[config.mk]
export PLATFORM = sky130hd
export DESIGN_NAME = ccm_ble_seq
export DESIGN_NICKNAME = d
export VERILOG_FILES = /design/src/rtl/ccm_pkg.sv /design/src/rtl/ccm_byte_gather.sv /design/src/rtl/ccm_byte_emit.sv /design/src/rtl/ccm_ble_seq.sv
export SDC_FILE = /design/constraint.sdc
export NUM_CORES = 2
export LEC_CHECK = 0
export BUFFER_PORTS_ARGS = -buffer_cell sky130_fd_sc_hd__buf_4
export CAP_MARGIN = 30
export CORE_ASPECT_RATIO = 1.75
export CORE_MARGIN = 1.5
export CORE_UTILIZATION = 63
export CTS_CLUSTER_DIAMETER = 50
export CTS_CLUSTER_SIZE = 25
export DETAILED_ROUTE_END_ITERATION = 16
export GPL_ROUTABILITY_DRIVEN = 0
export PLACE_DENSITY = 0.94
export SYNTH_ARGS = -nofsm -noshare
export SYNTH_HDL_FRONTEND = slang
export SYNTH_SLANG_ARGS = --single-unit
[constraint.sdc]
create_clock -name clk -period 6.7 [get_ports clk]
set_clock_uncertainty 0.05 [all_clocks]
set_input_delay 0.335 -clock clk [delete_from_list [all_inputs] [get_ports clk]]
set_output_delay 0.335 -clock clk [all_outputs]
set_load 0.03 [all_outputs]
[src/rtl/ccm_pkg.sv]
package ccm_pkg;

    localparam int BLK_BYTES = 16;
    localparam int BLK_W     = 8 * BLK_BYTES;
    localparam int NONCE_W   = 104;
    localparam int HDR_W     = 16;
    localparam int TAG_BYTES = 4;
    localparam int TAG_W     = 8 * TAG_BYTES;
    localparam int CNT_W     = $clog2(BLK_BYTES + 1);

    localparam logic [7:0]  AUTH_FLAGS = 8'h49;
    localparam logic [7:0]  CTR_FLAGS  = 8'h01;
    localparam logic [15:0] AAD_BYTES  = 16'd2;

    typedef logic [BLK_W-1:0] blk_t;

    typedef enum logic [3:0] {
        SQ_IDLE,
        SQ_AUTH0,
        SQ_AUTH1,
        SQ_FILL,
        SQ_KEYS,
        SQ_CHAIN,
        SQ_TAGKS,
        SQ_RXTAG,
        SQ_TXTAG,
        SQ_DRAIN,
        SQ_FIN
    } seq_st_e;

    function automatic blk_t auth_first(input logic [NONCE_W-1:0] n, input logic [15:0] len);
        return {AUTH_FLAGS, n, len};
    endfunction

    function automatic blk_t aad_block(input logic [HDR_W-1:0] h);
        return {AAD_BYTES, h, {(BLK_W-32){1'b0}}};
    endfunction

    function automatic blk_t ctr_block(input logic [NONCE_W-1:0] n, input logic [15:0] idx);
        return {CTR_FLAGS, n, idx};
    endfunction

    // keep the first n bytes (from the top), zero the rest
    function automatic blk_t keep_lead(input blk_t x, input logic [CNT_W-1:0] n);
        blk_t r;
        r = '0;
        for (int b = 0; b < BLK_BYTES; b++) begin
            if (b < int'(n)) r[BLK_W-1-8*b -: 8] = x[BLK_W-1-8*b -: 8];
        end
        return r;
    endfunction

endpackage

[src/rtl/ccm_byte_gather.sv]
module ccm_byte_gather
    import ccm_pkg::*;
(
    input  logic             clk,
    input  logic             rst,
    input  logic             arm,
    input  logic [CNT_W-1:0] arm_cnt,
    input  logic             in_valid,
    input  logic [7:0]       in_data,
    output logic             in_ready,
    output blk_t             blk,
    output logic             full
);

    blk_t             blk_q;
    logic [CNT_W-1:0] idx_q;
    logic [CNT_W-1:0] left_q;
    logic             full_q;

    assign in_ready = (left_q != '0);
    assign blk      = blk_q;
    assign full     = full_q;

    always_ff @(posedge clk) begin
        if (rst) begin
            blk_q  <= '0;
            idx_q  <= '0;
            left_q <= '0;
            full_q <= 1'b0;
        end else if (arm) begin
            blk_q  <= '0;
            idx_q  <= '0;
            left_q <= arm_cnt;
            full_q <= 1'b0;
        end else if (in_valid && in_ready) begin
            for (int b = 0; b < BLK_BYTES; b++) begin
                if (CNT_W'(b) == idx_q) blk_q[BLK_W-1-8*b -: 8] <= in_data;
            end
            idx_q  <= idx_q + 1'b1;
            left_q <= left_q - 1'b1;
            if (left_q == CNT_W'(1)) full_q <= 1'b1;
        end
    end

    // a new collection only starts once the previous one is complete (stream order, R2)
    assert_arm_idle_R2: assert property (@(posedge clk) disable iff (rst)
        arm |-> !in_ready);

endmodule

[src/rtl/ccm_byte_emit.sv]
module ccm_byte_emit
    import ccm_pkg::*;
(
    input  logic             clk,
    input  logic             rst,
    input  logic             load,
    input  blk_t             load_blk,
    input  logic [CNT_W-1:0] load_cnt,
    output logic             out_valid,
    output logic [7:0]       out_data,
    output logic             out_last,
    output logic             busy
);

    blk_t             sh_q;
    logic [CNT_W-1:0] left_q;

    assign out_valid = (left_q != '0);
    assign out_data  = sh_q[BLK_W-1 -: 8];
    assign out_last  = (left_q == CNT_W'(1));
    assign busy      = out_valid;

    always_ff @(posedge clk) begin
        if (rst) begin
            sh_q   <= '0;
            left_q <= '0;
        end else if (load) begin
            sh_q   <= load_blk;
            left_q <= load_cnt;
        end else if (left_q != '0) begin
            sh_q   <= {sh_q[BLK_W-9:0], 8'h00};
            left_q <= left_q - 1'b1;
        end
    end

    // a new block never cuts into bytes still leaving (ordering, R3)
    assert_load_idle_R3: assert property (@(posedge clk) disable iff (rst)
        load |-> !busy);

endmodule

[src/rtl/ccm_ble_seq.sv]
module ccm_ble_seq
    import ccm_pkg::*;
#(
    parameter int MAX_LEN = 255,
    localparam int LEN_W  = $clog2(MAX_LEN + 1),
    localparam int IDX_W  = $clog2(MAX_LEN / BLK_BYTES + 2)
) (
    input  logic               clk,
    input  logic               rst,
    input  logic               start,
    input  logic               decrypt,
    input  logic [103:0]       nonce,
    input  logic [15:0]        header,
    input  logic [LEN_W-1:0]   pay_len,
    input  logic               in_valid,
    input  logic [7:0]         in_data,
    output logic               in_ready,
    output logic               cip_req_valid,
    output logic [127:0]       cip_req_block,
    input  logic               cip_resp_valid,
    input  logic [127:0]       cip_resp_block,
    output logic               out_valid,
    output logic [7:0]         out_data,
    output logic               done,
    output logic               tag_mismatch,
    output logic               busy
);

    seq_st_e              st_q;
    logic                 pend_q;
    logic                 dec_q;
    logic [NONCE_W-1:0]   nonce_q;
    logic [HDR_W-1:0]     hdr_q;
    logic [LEN_W-1:0]     len_q;
    logic [LEN_W-1:0]     rem_q;
    logic [CNT_W-1:0]     cnt_q;
    logic [IDX_W-1:0]     idx_q;
    blk_t                 mac_q;
    blk_t                 ptxt_q;
    logic [TAG_W-1:0]     tag_q;
    logic                 mm_q;

    logic                 cip_phase;
    logic                 resp_hit;
    logic [LEN_W-1:0]     rem_after;
    logic [CNT_W-1:0]     next_cnt;
    blk_t                 ks_used;
    blk_t                 proc_blk;

    logic                 g_arm;
    logic [CNT_W-1:0]     g_cnt;
    blk_t                 g_blk;
    logic                 g_full;
    logic                 e_load;
    blk_t                 e_blk;
    logic [CNT_W-1:0]     e_cnt;
    logic                 e_last;
    logic                 e_busy;

    // ---------------- cipher port ----------------
    assign cip_phase = (st_q == SQ_AUTH0) || (st_q == SQ_AUTH1) || (st_q == SQ_KEYS) ||
                       (st_q == SQ_CHAIN) || (st_q == SQ_TAGKS);
    assign cip_req_valid = cip_phase && !pend_q;
    assign resp_hit      = cip_phase && pend_q && cip_resp_valid;

    always_comb begin
        unique case (st_q)
            SQ_AUTH0: cip_req_block = auth_first(nonce_q, 16'(len_q));
            SQ_AUTH1: cip_req_block = mac_q ^ aad_block(hdr_q);
            SQ_KEYS:  cip_req_block = ctr_block(nonce_q, 16'(idx_q));
            SQ_CHAIN: cip_req_block = mac_q ^ ptxt_q;
            SQ_TAGKS: cip_req_block = ctr_block(nonce_q, 16'd0);
            default:  cip_req_block = '0;
        endcase
    end

    // ---------------- block bookkeeping ----------------
    assign rem_after = (st_q == SQ_AUTH1) ? len_q : (rem_q - LEN_W'(cnt_q));
    assign next_cnt  = (rem_after >= LEN_W'(BLK_BYTES)) ? CNT_W'(BLK_BYTES) : CNT_W'(rem_after);
    assign ks_used   = keep_lead(cip_resp_block, cnt_q);
    assign proc_blk  = g_blk ^ ks_used;

    always_comb begin
        g_arm = 1'b0;
        g_cnt = next_cnt;
        if (resp_hit) begin
            if ((st_q == SQ_AUTH1 || st_q == SQ_CHAIN) && rem_after != '0) g_arm = 1'b1;
            if (st_q == SQ_TAGKS && dec_q) begin
                g_arm = 1'b1;
                g_cnt = CNT_W'(TAG_BYTES);
            end
        end
    end

    always_comb begin
        e_load = 1'b0;
        e_blk  = proc_blk;
        e_cnt  = cnt_q;
        if (st_q == SQ_KEYS && resp_hit) begin
            e_load = 1'b1;
        end else if (st_q == SQ_TXTAG && !e_busy) begin
            e_load = 1'b1;
            e_blk  = {tag_q, {(BLK_W-TAG_W){1'b0}}};
            e_cnt  = CNT_W'(TAG_BYTES);
        end
    end

    // ---------------- sequencer ----------------
    always_ff @(posedge clk) begin
        if (rst) begin
            st_q    <= SQ_IDLE;
            pend_q  <= 1'b0;
            dec_q   <= 1'b0;
            nonce_q <= '0;
            hdr_q   <= '0;
            len_q   <= '0;
            rem_q   <= '0;
            cnt_q   <= '0;
            idx_q   <= '0;
            mac_q   <= '0;
            ptxt_q  <= '0;
            tag_q   <= '0;
            mm_q    <= 1'b0;
        end else begin
            if (cip_req_valid) pend_q <= 1'b1;
            else if (resp_hit) pend_q <= 1'b0;

            unique case (st_q)
                SQ_IDLE: if (start) begin
                    dec_q   <= decrypt;
                    nonce_q <= nonce;
                    hdr_q   <= header;
                    len_q   <= pay_len;
                    idx_q   <= IDX_W'(1);
                    mac_q   <= '0;
                    mm_q    <= 1'b0;
                    st_q    <= SQ_AUTH0;
                end
                SQ_AUTH0: if (resp_hit) begin
                    mac_q <= cip_resp_block;
                    st_q  <= SQ_AUTH1;
                end
                SQ_AUTH1: if (resp_hit) begin
                    mac_q <= cip_resp_block;
                    rem_q <= rem_after;
                    if (rem_after == '0) st_q <= SQ_TAGKS;
                    else begin
                        cnt_q <= next_cnt;
                        st_q  <= SQ_FILL;
                    end
                end
                SQ_FILL: if (g_full && !e_busy) st_q <= SQ_KEYS;
                SQ_KEYS: if (resp_hit) begin
                    ptxt_q <= dec_q ? proc_blk : g_blk;
                    st_q   <= SQ_CHAIN;
                end
                SQ_CHAIN: if (resp_hit) begin
                    mac_q <= cip_resp_block;
                    rem_q <= rem_after;
                    idx_q <= idx_q + 1'b1;
                    if (rem_after == '0) st_q <= SQ_TAGKS;
                    else begin
                        cnt_q <= next_cnt;
                        st_q  <= SQ_FILL;
                    end
                end
                SQ_TAGKS: if (resp_hit) begin
                    tag_q <= mac_q[BLK_W-1 -: TAG_W] ^ cip_resp_block[BLK_W-1 -: TAG_W];
                    st_q  <= dec_q ? SQ_RXTAG : SQ_TXTAG;
                end
                SQ_RXTAG: if (g_full) begin
                    mm_q <= (g_blk[BLK_W-1 -: TAG_W] != tag_q);
                    st_q <= SQ_TXTAG;
                end
                SQ_TXTAG: if (!e_busy) st_q <= SQ_DRAIN;
                SQ_DRAIN: if (e_last) st_q <= SQ_FIN;
                SQ_FIN:   st_q <= SQ_IDLE;
                default:  st_q <= SQ_IDLE;
            endcase
        end
    end

    assign busy         = (st_q != SQ_IDLE);
    assign done         = (st_q == SQ_FIN);
    assign tag_mismatch = mm_q;

    ccm_byte_gather u_gather (
        .clk      (clk),
        .rst      (rst),
        .arm      (g_arm),
        .arm_cnt  (g_cnt),
        .in_valid (in_valid),
        .in_data  (in_data),
        .in_ready (in_ready),
        .blk      (g_blk),
        .full     (g_full)
    );

    ccm_byte_emit u_emit (
        .clk       (clk),
        .rst       (rst),
        .load      (e_load),
        .load_blk  (e_blk),
        .load_cnt  (e_cnt),
        .out_valid (out_valid),
        .out_data  (out_data),
        .out_last  (e_last),
        .busy      (e_busy)
    );

    // ---------------- assertions ----------------
    assert_done_after_last_R7: assert property (@(posedge clk) disable iff (rst)
        done |-> $past(out_valid));

    assert_done_single_R7: assert property (@(posedge clk) disable iff (rst)
        done |=> !done);

    assert_req_one_cycle_R9: assert property (@(posedge clk) disable iff (rst)
        cip_req_valid |=> !cip_req_valid);

    assert_mismatch_dec_only_R5: assert property (@(posedge clk) disable iff (rst)
        tag_mismatch |-> dec_q);

    assert_start_ignored_R8: assert property (@(posedge clk) disable iff (rst)
        (busy && start) |=> ($stable(len_q) && $stable(dec_q) && busy));

    assert_quiet_idle_R4: assert property (@(posedge clk) disable iff (rst)
        (out_valid || in_ready) |-> busy);

endmodule

==> results.cfg <==
[yosys]
yosys_warnings = 0
yosys.area.top_type = dfxtp_1
yosys-top-cells-area = dfxtp_1, nand2_1, xor2_1
synthCells = 4304
synth.avg_cell_area_um2 = 8.02
synth-main-ff-cell = dfxtp_1
synth_fa_ha_area_share_pct = 0.638
synth_compound_area_share_pct = 21.6
synth_mux_area_share_pct = 3.55
postSynth.asyncResetShare_pct = 0
synth_top_family_by_area = compound AO/OA/AOI/OAI gates
synth_fp_nets = 4591
synthesis.area_um2 = 34500
synth_cell_type_count = 71
synth_seq_cells = 713
yosys.area_share.simple_pct = 19.6
yosys.area.top_type_share_pct = 41.4
synth_edf_count = 0
synth_xor_area_share_pct = 8.63
yosysSeqAreaShare_pct = 41.4

[timing]
rsz0062_at_grt = no
fmax_mhz = 197
setup_tns_ns = 0
slew_headroom_pct = 27.9
drv_slew = 0
holdWs_ns = 0.00649
period_share_pct = 75.7
fin_crit_ns = 5.07
hold_violations = 0
fin_ws_ns = 1.63
setup_violations = 0
tightest_slew_ns = 1.07

[route]
vias = 35200
firstDrtPassIters = 9
viasPerCell = 6.50
drc = 0
drtAntennaViolNets = 0
finalWirelength_mm = 122
routedWlPerCell_um = 22.4
drt_iter0_drc = 4437

[critical_path]
r2r_end = mac_q[71]$_SDFFE_PP0P_
setup.worst_path.start_class = register
arrival_ns = 4.69
crit_fanout = 94
cp-end-kind = primary output
rrSetupSlack_ns = 2.01
r2r-start = st_q[1]$_SDFFE_PP0P_
critical_path_required_ns = 6.31
setup.worst_path.class = reg2out
reg2regPathDepth = 8
cp-startpoint = st_q[3]$_SDFFE_PP0P_
critPathCapture = cip_req_block[57]

[power]
p_leak_uw = 0.0157
p_per_area_nw_per_um2 = 333
peakVddDrop_mv = 0.308
finalPower_uw = 13800

[global_route]
overflow = 0
grt_first_pass_wirelength_mm = 187
grt_max_degree = 216
track_usage_pct = 41.6
grt_pass1_vias = 34700
antenna_found_initial = 7

[layout]
syn_to_final_growth_pct = 20.2
final_common_cell = nand2_1
final_util_pct = 76.6
drive_above_1_share_pct = 13.0
mostFrequentLayoutCells = nand2_1, dfxtp_1, buf_4
nets = 4982

[floorplan]
die_x_um = 180
core_area_um2 = 54200
die_h_um = 313
start_util_pct = 63.7
ioPinCount = 412
dieArea_um2 = 56200
fp-row-count = 113

[clocking]
htree_levels = 2
clkTransAtPathRegs_ns = 0.09
cts.repair.resized = 0
cts_buffers = 43
clock_latency_ns = 0.60
root_buffer = clkbuf_16
post_cts_buffers = 0
tritoncts = done
cts.sinks = 713
cts_buffer_depth = 3

[place]
pre_cts_ws_ns = 2.29
portBuffers = 411
dpl.hpwl_mm = 71.8

[flow_run]
drv_cap = 0

[min_path]
hold_path_class = in2reg

[outcome]
status = complete, no violations
-- how the worst min path moves through the flow --
stage	from	to	slack (ns)	cells past startpoint
detailed placement	nonce_q[10]$_SDFFE_PP0P_	nonce_q[10]$_SDFFE_PP0P_	0.40	2
global placement	nonce_q[89]$_SDFFE_PP0P_	nonce_q[89]$_SDFFE_PP0P_	0.39	2
floorplan	rem_q[0]$_SDFFE_PP0P_	rem_q[0]$_SDFFE_PP0P_	0.39	2
global route	cip_resp_block[62]	mac_q[62]$_SDFFE_PP0P_	0.006	3
finish	cip_resp_block[60]	mac_q[60]$_SDFFE_PP0P_	0.006	3
CTS	cip_resp_block[60]	mac_q[60]$_SDFFE_PP0P_	0.0007	3
-- through the flow --
stage	area, um2	cells
2_1_floorplan	34500	4304
3_3_place_gp	37400	5087
3_5_place_dp	37400	5089
4_1_cts	41300	5405
5_1_grt	41500	5416
6_report	41500	5416
-- layer usage --
| layer | vias to the layer above | track usage (%) | wire length (um) |
|---|---|---|---|
| li1 | 15600 | - | - |
| met1 | 16300 | 45.9 | 40700 |
| met2 | 2507 | 69.9 | 57900 |
| met3 | 753 | 8.16 | 12000 |
| met4 | 2 | 33.2 | 10900 |
| met5 | - | 0 | 12 |
-- cell families after synthesis --
| group | after synthesis |
|---|---|
| and+or+nand+nor | 1541 |
| AOI/OAI and AO/OA | 1204 |
| DFF | 713 |
| buffers and inverters | 368 |
| xor gates and xnor gates | 340 |
| muxes | 121 |
| adders and majority gates | 17 |
-- state kept, by name (all words and copies together) (netlist names) --
signal           flops
u_gather.left_q      5
len_q                8
rem_q                8
u_emit.left_q        5
ptxt_q             128
u_gather.blk       128
u_emit.sh_q        128
tag_q               32
st_q                 4
cnt_q                5
idx_q                5
mac_q              128
tag_mismatch         1
dec_q                1
hdr_q               16
nonce_q            104
u_gather.idx_q       5
pend_q               1
u_gather.full        1
-- Yosys cell counts (86+ instances only) --
cell      count
nand2_1     792
a21oi_1     299
mux2i_1     120
clkbuf_1    274
a211oi_1    211
a22oi_1      86
nor2_1      402
o21ai_0     439
xor2_1      252
nand3_1     168
xnor2_1      88
dfxtp_1     713
-- area by class of cell --
class                      instances  area (um2)
antenna                            4        10.0
clock buffer                      47        1130
clock inverter                    25         323
fill                            3463       12700
inverter                          18        67.6
multi-input combinational       3223       18800
sequential                       713       14300
tap                              690         863
timing repair buffer             696        6000
-- critical path: stages, from the launching register on --
cell and delay, ns:
dfxtp_1 0.98, nor2b_1 0.25, nand2_4 0.66, buf_4 0.85, o21ai_0 0.46, a22oi_1 0.38, o21ai_0 0.20, buf_4 0.21
-- power breakdown --
part / switching (uW) / total, uW / leakage, uW / internal (uW)
Clock: 1630 / 3030 / 0.000710 / 1400
Sequential: 547 / 5400 / 0.00579 / 4860
Combinational: 3680 / 5360 / 0.00915 / 1680
Total: 5860 / 13800 / 0.0157 / 7930
-- what timing repair did --
action                                 4_1_cts  5_1_grt
setup endpoints to repair                    0        0
hold buffers                               244        1
endpoints found under the hold margin      248        1
No activity file was read; power rests on OpenSTA's default activity.
